===== config.mk =====
export PLATFORM = sky130hd
export DESIGN_NAME = banked_regfile
export DESIGN_NICKNAME = d
export VERILOG_FILES = /design/src/rtl/bkrf_pkg.sv /design/src/rtl/bkrf_bank_decode.sv /design/src/rtl/bkrf_map.sv /design/src/rtl/bkrf_gpr_store.sv /design/src/rtl/bkrf_saved_store.sv /design/src/rtl/banked_regfile.sv
export SDC_FILE = /design/constraint.sdc
export NUM_CORES = 2
export LEC_CHECK = 0
export BUFFER_PORTS_ARGS = -buffer_cell sky130_fd_sc_hd__buf_2
export CORE_UTILIZATION = 60
export DETAILED_ROUTE_END_ITERATION = 7
export PLACE_DENSITY = 0.83
export SLEW_MARGIN = 15
export SYNTH_ARGS = -nofsm -noshare
export SYNTH_HDL_FRONTEND = slang
export SYNTH_HIERARCHICAL = 1
export SYNTH_SLANG_ARGS = --single-unit

===== constraint.sdc =====
create_clock -name clk -period 8 [get_ports clk]
set_clock_uncertainty 0.15 [all_clocks]
set_input_delay 1.2 -clock clk [delete_from_list [all_inputs] [get_ports clk]]
set_output_delay 1.2 -clock clk [all_outputs]
set_load 0.02 [all_outputs]

===== src/rtl/bkrf_pkg.sv =====
package bkrf_pkg;

    localparam int ARCH_REGS   = 16;
    localparam int ARCH_W      = $clog2(ARCH_REGS);
    localparam int FIQ_SHADOW  = 7;
    localparam int EXC_MODES   = 4;
    localparam int EXC_SHADOW  = 2;
    localparam int FIQ_BASE    = ARCH_REGS;
    localparam int EXC_BASE    = FIQ_BASE + FIQ_SHADOW;
    localparam int PHYS_REGS   = EXC_BASE + EXC_MODES * EXC_SHADOW;
    localparam int PHYS_W      = $clog2(PHYS_REGS);
    localparam int SAVED_BANKS = EXC_MODES + 1;
    localparam int SAVED_W     = $clog2(SAVED_BANKS);

    localparam logic [ARCH_W-1:0] FIQ_LO_IDX = ARCH_W'(8);
    localparam logic [ARCH_W-1:0] EXC_LO_IDX = ARCH_W'(13);
    localparam logic [ARCH_W-1:0] BANK_HI_IDX = ARCH_W'(14);

    localparam logic [4:0] MODE_USR = 5'b10000;
    localparam logic [4:0] MODE_FIQ = 5'b10001;
    localparam logic [4:0] MODE_IRQ = 5'b10010;
    localparam logic [4:0] MODE_SVC = 5'b10011;
    localparam logic [4:0] MODE_ABT = 5'b10111;
    localparam logic [4:0] MODE_UND = 5'b11011;
    localparam logic [4:0] MODE_SYS = 5'b11111;

    typedef enum logic [2:0] {
        BANK_USR = 3'd0,
        BANK_FIQ = 3'd1,
        BANK_IRQ = 3'd2,
        BANK_SVC = 3'd3,
        BANK_ABT = 3'd4,
        BANK_UND = 3'd5
    } bank_e;

    function automatic bank_e mode_to_bank(input logic [4:0] m);
        bank_e b;
        case (m)
            MODE_FIQ: b = BANK_FIQ;
            MODE_IRQ: b = BANK_IRQ;
            MODE_SVC: b = BANK_SVC;
            MODE_ABT: b = BANK_ABT;
            MODE_UND: b = BANK_UND;
            default:  b = BANK_USR;
        endcase
        return b;
    endfunction

endpackage


===== src/rtl/bkrf_bank_decode.sv =====
module bkrf_bank_decode
    import bkrf_pkg::*;
(
    input  logic [4:0]         mode_i,
    input  logic               user_ovr_i,
    output bank_e              gpr_bank_o,
    output logic               sts_valid_o,
    output logic [SAVED_W-1:0] sts_sel_o
);
    bank_e mode_bank;

    always_comb begin
        mode_bank   = mode_to_bank(mode_i);
        gpr_bank_o  = user_ovr_i ? BANK_USR : mode_bank;
        sts_valid_o = (mode_bank != BANK_USR);
        sts_sel_o   = '0;
        if (mode_bank != BANK_USR) begin
            sts_sel_o = SAVED_W'(int'(mode_bank) - int'(BANK_FIQ));
        end
    end
endmodule


===== src/rtl/bkrf_map.sv =====
module bkrf_map
    import bkrf_pkg::*;
(
    input  bank_e             bank_i,
    input  logic [ARCH_W-1:0] arch_i,
    output logic [PHYS_W-1:0] phys_o
);
    logic fiq_hit;
    logic exc_bank;
    logic exc_hit;

    always_comb begin
        fiq_hit  = (bank_i == BANK_FIQ) &&
                   (arch_i >= FIQ_LO_IDX) && (arch_i <= BANK_HI_IDX);
        exc_bank = (bank_i == BANK_IRQ) || (bank_i == BANK_SVC) ||
                   (bank_i == BANK_ABT) || (bank_i == BANK_UND);
        exc_hit  = exc_bank &&
                   (arch_i >= EXC_LO_IDX) && (arch_i <= BANK_HI_IDX);
        phys_o   = PHYS_W'(arch_i);
        if (fiq_hit) begin
            phys_o = PHYS_W'(FIQ_BASE + int'(arch_i) - int'(FIQ_LO_IDX));
        end else if (exc_hit) begin
            phys_o = PHYS_W'(EXC_BASE
                             + EXC_SHADOW * (int'(bank_i) - int'(BANK_IRQ))
                             + int'(arch_i) - int'(EXC_LO_IDX));
        end
    end
endmodule


===== src/rtl/bkrf_gpr_store.sv =====
module bkrf_gpr_store
    import bkrf_pkg::*;
#(
    parameter int DATA_W   = 32,
    parameter int RD_PORTS = 2
) (
    input  logic                           clk,
    input  logic                           rst_n,
    input  logic                           wr_en_i,
    input  logic [PHYS_W-1:0]              wr_phys_i,
    input  logic [DATA_W-1:0]              wr_data_i,
    input  logic [RD_PORTS-1:0][PHYS_W-1:0] rd_phys_i,
    output logic [RD_PORTS-1:0][DATA_W-1:0] rd_data_o
);
    typedef struct packed {
        logic [PHYS_REGS-1:0][DATA_W-1:0] r;
    } gpr_state_t;

    gpr_state_t st_d, st_q;

    always_comb begin
        st_d = st_q;
        if (wr_en_i && (wr_phys_i < PHYS_W'(PHYS_REGS))) begin
            st_d.r[wr_phys_i] = wr_data_i;
        end
    end

    always_ff @(posedge clk or negedge rst_n) begin
        if (!rst_n) begin
            st_q <= '0;
        end else begin
            st_q <= st_d;
        end
    end

    for (genvar p = 0; p < RD_PORTS; p++) begin : g_rd
        always_comb begin
            rd_data_o[p] = '0;
            if (rd_phys_i[p] < PHYS_W'(PHYS_REGS)) begin
                rd_data_o[p] = st_q.r[rd_phys_i[p]];
            end
        end
    end
endmodule


===== src/rtl/bkrf_saved_store.sv =====
module bkrf_saved_store
    import bkrf_pkg::*;
#(
    parameter int DATA_W = 32
) (
    input  logic               clk,
    input  logic               rst_n,
    input  logic               valid_i,
    input  logic [SAVED_W-1:0] sel_i,
    input  logic               wr_en_i,
    input  logic [DATA_W-1:0]  wr_data_i,
    output logic [DATA_W-1:0]  rd_data_o
);
    typedef struct packed {
        logic [SAVED_BANKS-1:0][DATA_W-1:0] s;
    } sts_state_t;

    sts_state_t st_d, st_q;
    logic       sel_ok;

    always_comb begin
        sel_ok = valid_i && (sel_i < SAVED_W'(SAVED_BANKS));
        st_d   = st_q;
        if (wr_en_i && sel_ok) begin
            st_d.s[sel_i] = wr_data_i;
        end
        rd_data_o = sel_ok ? st_q.s[sel_i] : '0;
    end

    always_ff @(posedge clk or negedge rst_n) begin
        if (!rst_n) begin
            st_q <= '0;
        end else begin
            st_q <= st_d;
        end
    end
endmodule


===== src/rtl/banked_regfile.sv =====
module banked_regfile
    import bkrf_pkg::*;
#(
    parameter int DATA_W = 32
) (
    input  logic              clk,
    input  logic              rst_n,
    input  logic [4:0]        mode_i,
    input  logic              user_ovr_i,
    input  logic [3:0]        rd_a_idx_i,
    output logic [DATA_W-1:0] rd_a_data_o,
    input  logic [3:0]        rd_b_idx_i,
    output logic [DATA_W-1:0] rd_b_data_o,
    input  logic              wr_en_i,
    input  logic [3:0]        wr_idx_i,
    input  logic [DATA_W-1:0] wr_data_i,
    input  logic              sts_wr_en_i,
    input  logic [DATA_W-1:0] sts_wr_data_i,
    output logic [DATA_W-1:0] sts_rd_data_o
);
    localparam int N_MAP   = 3;
    localparam int RD_N    = 2;
    localparam int WR_SLOT = RD_N;

    bank_e                           gpr_bank;
    logic                            sts_valid;
    logic [SAVED_W-1:0]              sts_sel;
    logic [N_MAP-1:0][ARCH_W-1:0]    arch_sel;
    logic [N_MAP-1:0][PHYS_W-1:0]    phys_sel;
    logic [RD_N-1:0][DATA_W-1:0]     rd_data;

    bkrf_bank_decode u_decode (
        .mode_i      (mode_i),
        .user_ovr_i  (user_ovr_i),
        .gpr_bank_o  (gpr_bank),
        .sts_valid_o (sts_valid),
        .sts_sel_o   (sts_sel)
    );

    always_comb begin
        arch_sel[0]       = rd_a_idx_i;
        arch_sel[1]       = rd_b_idx_i;
        arch_sel[WR_SLOT] = wr_idx_i;
    end

    for (genvar k = 0; k < N_MAP; k++) begin : g_map
        bkrf_map u_map (
            .bank_i (gpr_bank),
            .arch_i (arch_sel[k]),
            .phys_o (phys_sel[k])
        );
    end

    bkrf_gpr_store #(
        .DATA_W   (DATA_W),
        .RD_PORTS (RD_N)
    ) u_gpr (
        .clk       (clk),
        .rst_n     (rst_n),
        .wr_en_i   (wr_en_i),
        .wr_phys_i (phys_sel[WR_SLOT]),
        .wr_data_i (wr_data_i),
        .rd_phys_i (phys_sel[RD_N-1:0]),
        .rd_data_o (rd_data)
    );

    bkrf_saved_store #(
        .DATA_W (DATA_W)
    ) u_saved (
        .clk       (clk),
        .rst_n     (rst_n),
        .valid_i   (sts_valid),
        .sel_i     (sts_sel),
        .wr_en_i   (sts_wr_en_i),
        .wr_data_i (sts_wr_data_i),
        .rd_data_o (sts_rd_data_o)
    );

    assign rd_a_data_o = rd_data[0];
    assign rd_b_data_o = rd_data[1];
endmodule


==> reports/summary.txt <==
Outcome: finished, final reports clean
Synth Warn #: 6
Reg2Reg Capture Point: u_gpr/st_q[229]
Worst-path fanout max: 14
Comb pwr share: 19.0%
Setup crit end kind: output port
H-Tree Depth: 3
Critical Path AT: 6030 ps
Peak VDD IR: 0.216 mV
Worst Reg-to-Reg Cells: 1
Maximum clock rate: 136 MHz
Clock transition at path regs: 60 ps
Initial Utilization: 60.5%
Routed Antenna Nets: 0
Period minus WS final: 7380 ps
Mapped Cells: 4,460
Vert. Die Dim: 323 µm
Crit path to: rd_b_data_o[31]
Commonest non-fill, non-tap cells in the layout: 1,152 x dfrtp_1, 1,074 x mux2_2, 370 x mux2i_1
Int Pwr: 11.6 mW
Initial antenna violation count: 18
Layout cell share with drive strength beyond 1: 44.0%
Detailed Routing Iterations Pass 1: 6
Met3 WL: 24,500 µm
Die Area: 104,000 µm²
RR Startpoint: u_gpr/st_q[229]
Yosys reg bits: 1,152
I/O pins: 182
Chip width: 323 µm
Max-cap violation count: 0
TritonCTS Buffers: 116
Commonest non-fill, non-tap cell in the layout: dfrtp_1
PwrDens: 238 nW/µm²
CP Launch Point: mode_i[1]
GP Congestion: 0.929
Endpoints failing setup: 0
Post-synthesis cell area: 61,700 µm²
First-pass GRT wire length: 288,000 µm
Sequential share of power: 45.4%
Synth cell types: 73
RSZ-0062 raised after global routing: false
Layout Nets: 4,568
Vias post-DR: 43,700
Top FF cell, synth: dfrtp_1
WS Path Type: primary input to output port
Clk buf depth: 3
Syn_area_per_cell: 13.8 µm²
# hold bufs at CTS: 0
Area growth from synthesis to layout: 9.66%
Switching pwr: 4.49 mW
Crit path launch type: primary input
Uppermost layer routed: met5
Final std cells w/o fill: 5,936
Vias in the first global route: 44,200
Crit path required time: 6650 ps
Root buf cell: clkbuf_16
Met1 wire length: 70,200 µm
Buffers on Ports: 181
Total Routing Usage GR: 37.5%
Clk_lat worst skew: 710 ps
Via density per instance: 7.36
R2R setup slack: 7020 ps
Max Slew Vio Count: 0
Number of synthesized flops with an enable pin: 0
Slew HR: 8.41%
Drt total wl: 195,000 µm
Fin crit share: 92.2%
Row Count: 117
DRC viols: 0
Async set-reset flop share out of synthesis: 100%
Final Power: 16.1 mW
Fin util: 66.4%
Clock power share: 35.5%
Fin Setup TNS: 0 ps
Post-CTS Setup Bufs: 0
Mapped Nets: 4,566
Core area: 102,000 µm²
TritonCTS clock tree: built
Clock sink count: 1,152
Pin count of the biggest net entering global routing: 173
Placed Cells: 5,711
First DRT Iteration DRCs: 6,096
Met2 routed WL: 86,200 µm
Hold Crit Class: primary input to async pin
Hpwl dp: 116,000 µm
Detailed-route wire length per cell: 32.9 µm
Leak Pwr: 30.8 nW
PostCTS Resize Cnt: 0
GR Overflow Total: 0
Part of the Yosys area used for sequential elements: 46.7%
Sw Ratio: 27.9%
Least-Margin Pin Slew: 1370 ps
Fillers: 6,922
Final Hold Vio Count: 0
cells in the mapped netlist, types with 61 or more instances:
cell type,n,share of area (%)
a22oi_1,202,2.5
nand3_1,103,0.84
buf_2,174,1.4
o221ai_1,63,0.89
mux2i_1,373,6.1
nor2_1,84,0.51
clkbuf_1,164,1.0
dfrtp_1,1152,47
buf_4,74,0.90
mux2_1,61,1.1
mux4_2,292,11
mux2_2,1074,20
stage by stage:
| step | cell area, µm² | hold WS (ps) | setup WS (ps) |
|---|---|---|---|
| after floorplan | 61700 | 308 | 2050 |
| after global placement | 63600 | 319 | 920 |
| after detailed placement | 63600 | 333 | 926 |
| after CTS | 67600 | 351 | 867 |
| after global routing | 67600 | 365 | 566 |
| final | 67600 | 329 | 621 |
how the worst min path moves through the flow:
stage,start,to,slack (ps),cells after the start
final,rst_n,u_saved/st_q[111],330,1
after global routing,u_saved/st_q[133],u_saved/st_q[133],370,1
after CTS,u_saved/st_q[18],u_saved/st_q[18],350,1
after detailed placement,u_saved/st_q[18],u_saved/st_q[18],330,1
after global placement,u_saved/st_q[133],u_saved/st_q[133],320,1
after floorplan,u_saved/st_q[134],u_saved/st_q[134],310,1
worst max-delay path: stages:
cell	delay [ps]
buf_2	100
nand2_1	130
nor4b_1	300
buf_4	190
inv_1	70
fa_1	520
inv_1	60
fa_1	480
o211a_1	550
inv_1	210
nor3_2	940
buf_4	580
a22oi_1	200
nand4_1	260
buf_2	210
sequential cells by signal, indices dropped and copies added, names as in the netlist:
signal / cells
u_gpr/st_q: 992
u_saved/st_q: 160
power by group through the flow:
stage | Combinational [mW] | Clock [mW] | Sequential [mW]
after global routing | 3.22 | 5.97 | 7.37
after detailed placement | 2.99 | 0 | 7.34
after CTS | 3.02 | 5.73 | 7.25
final | 3.06 | 5.71 | 7.30
after floorplan | 2.18 | 0 | 7.13
after global placement | 2.90 | 0 | 7.27
area by class of cell:
cell class	count	area [µm²]	share of cell area (%)
multi-input combinational	2798	30500	45.1
sequential	1152	28800	42.6
clock buffer	169	3400	5.03
timing repair buffer	332	2310	3.42
tap	1368	1710	2.53
clock inverter	42	582	0.860
inverter	62	233	0.344
antenna	13	32.5	0.0481
layer usage:
metal  vias up  track usage (%)
li1      17000                -
met1     22600             47.9
met2      3191             55.3
met3       889             12.3
met4        20             24.0
met5         -                0
logic make-up after synthesis:
kind of cell / count (synthesis) / synth area share, %
mux: 1830 / 38.2
flops: 1152 / 46.7
compound gates: 518 / 6.57
buf+inv: 510 / 4.24
simple gates: 422 / 3.69
fa+ha+maj: 21 / 0.497
xor+xnor: 7 / 0.0994
No activity file was read; power rests on OpenSTA's default activity.
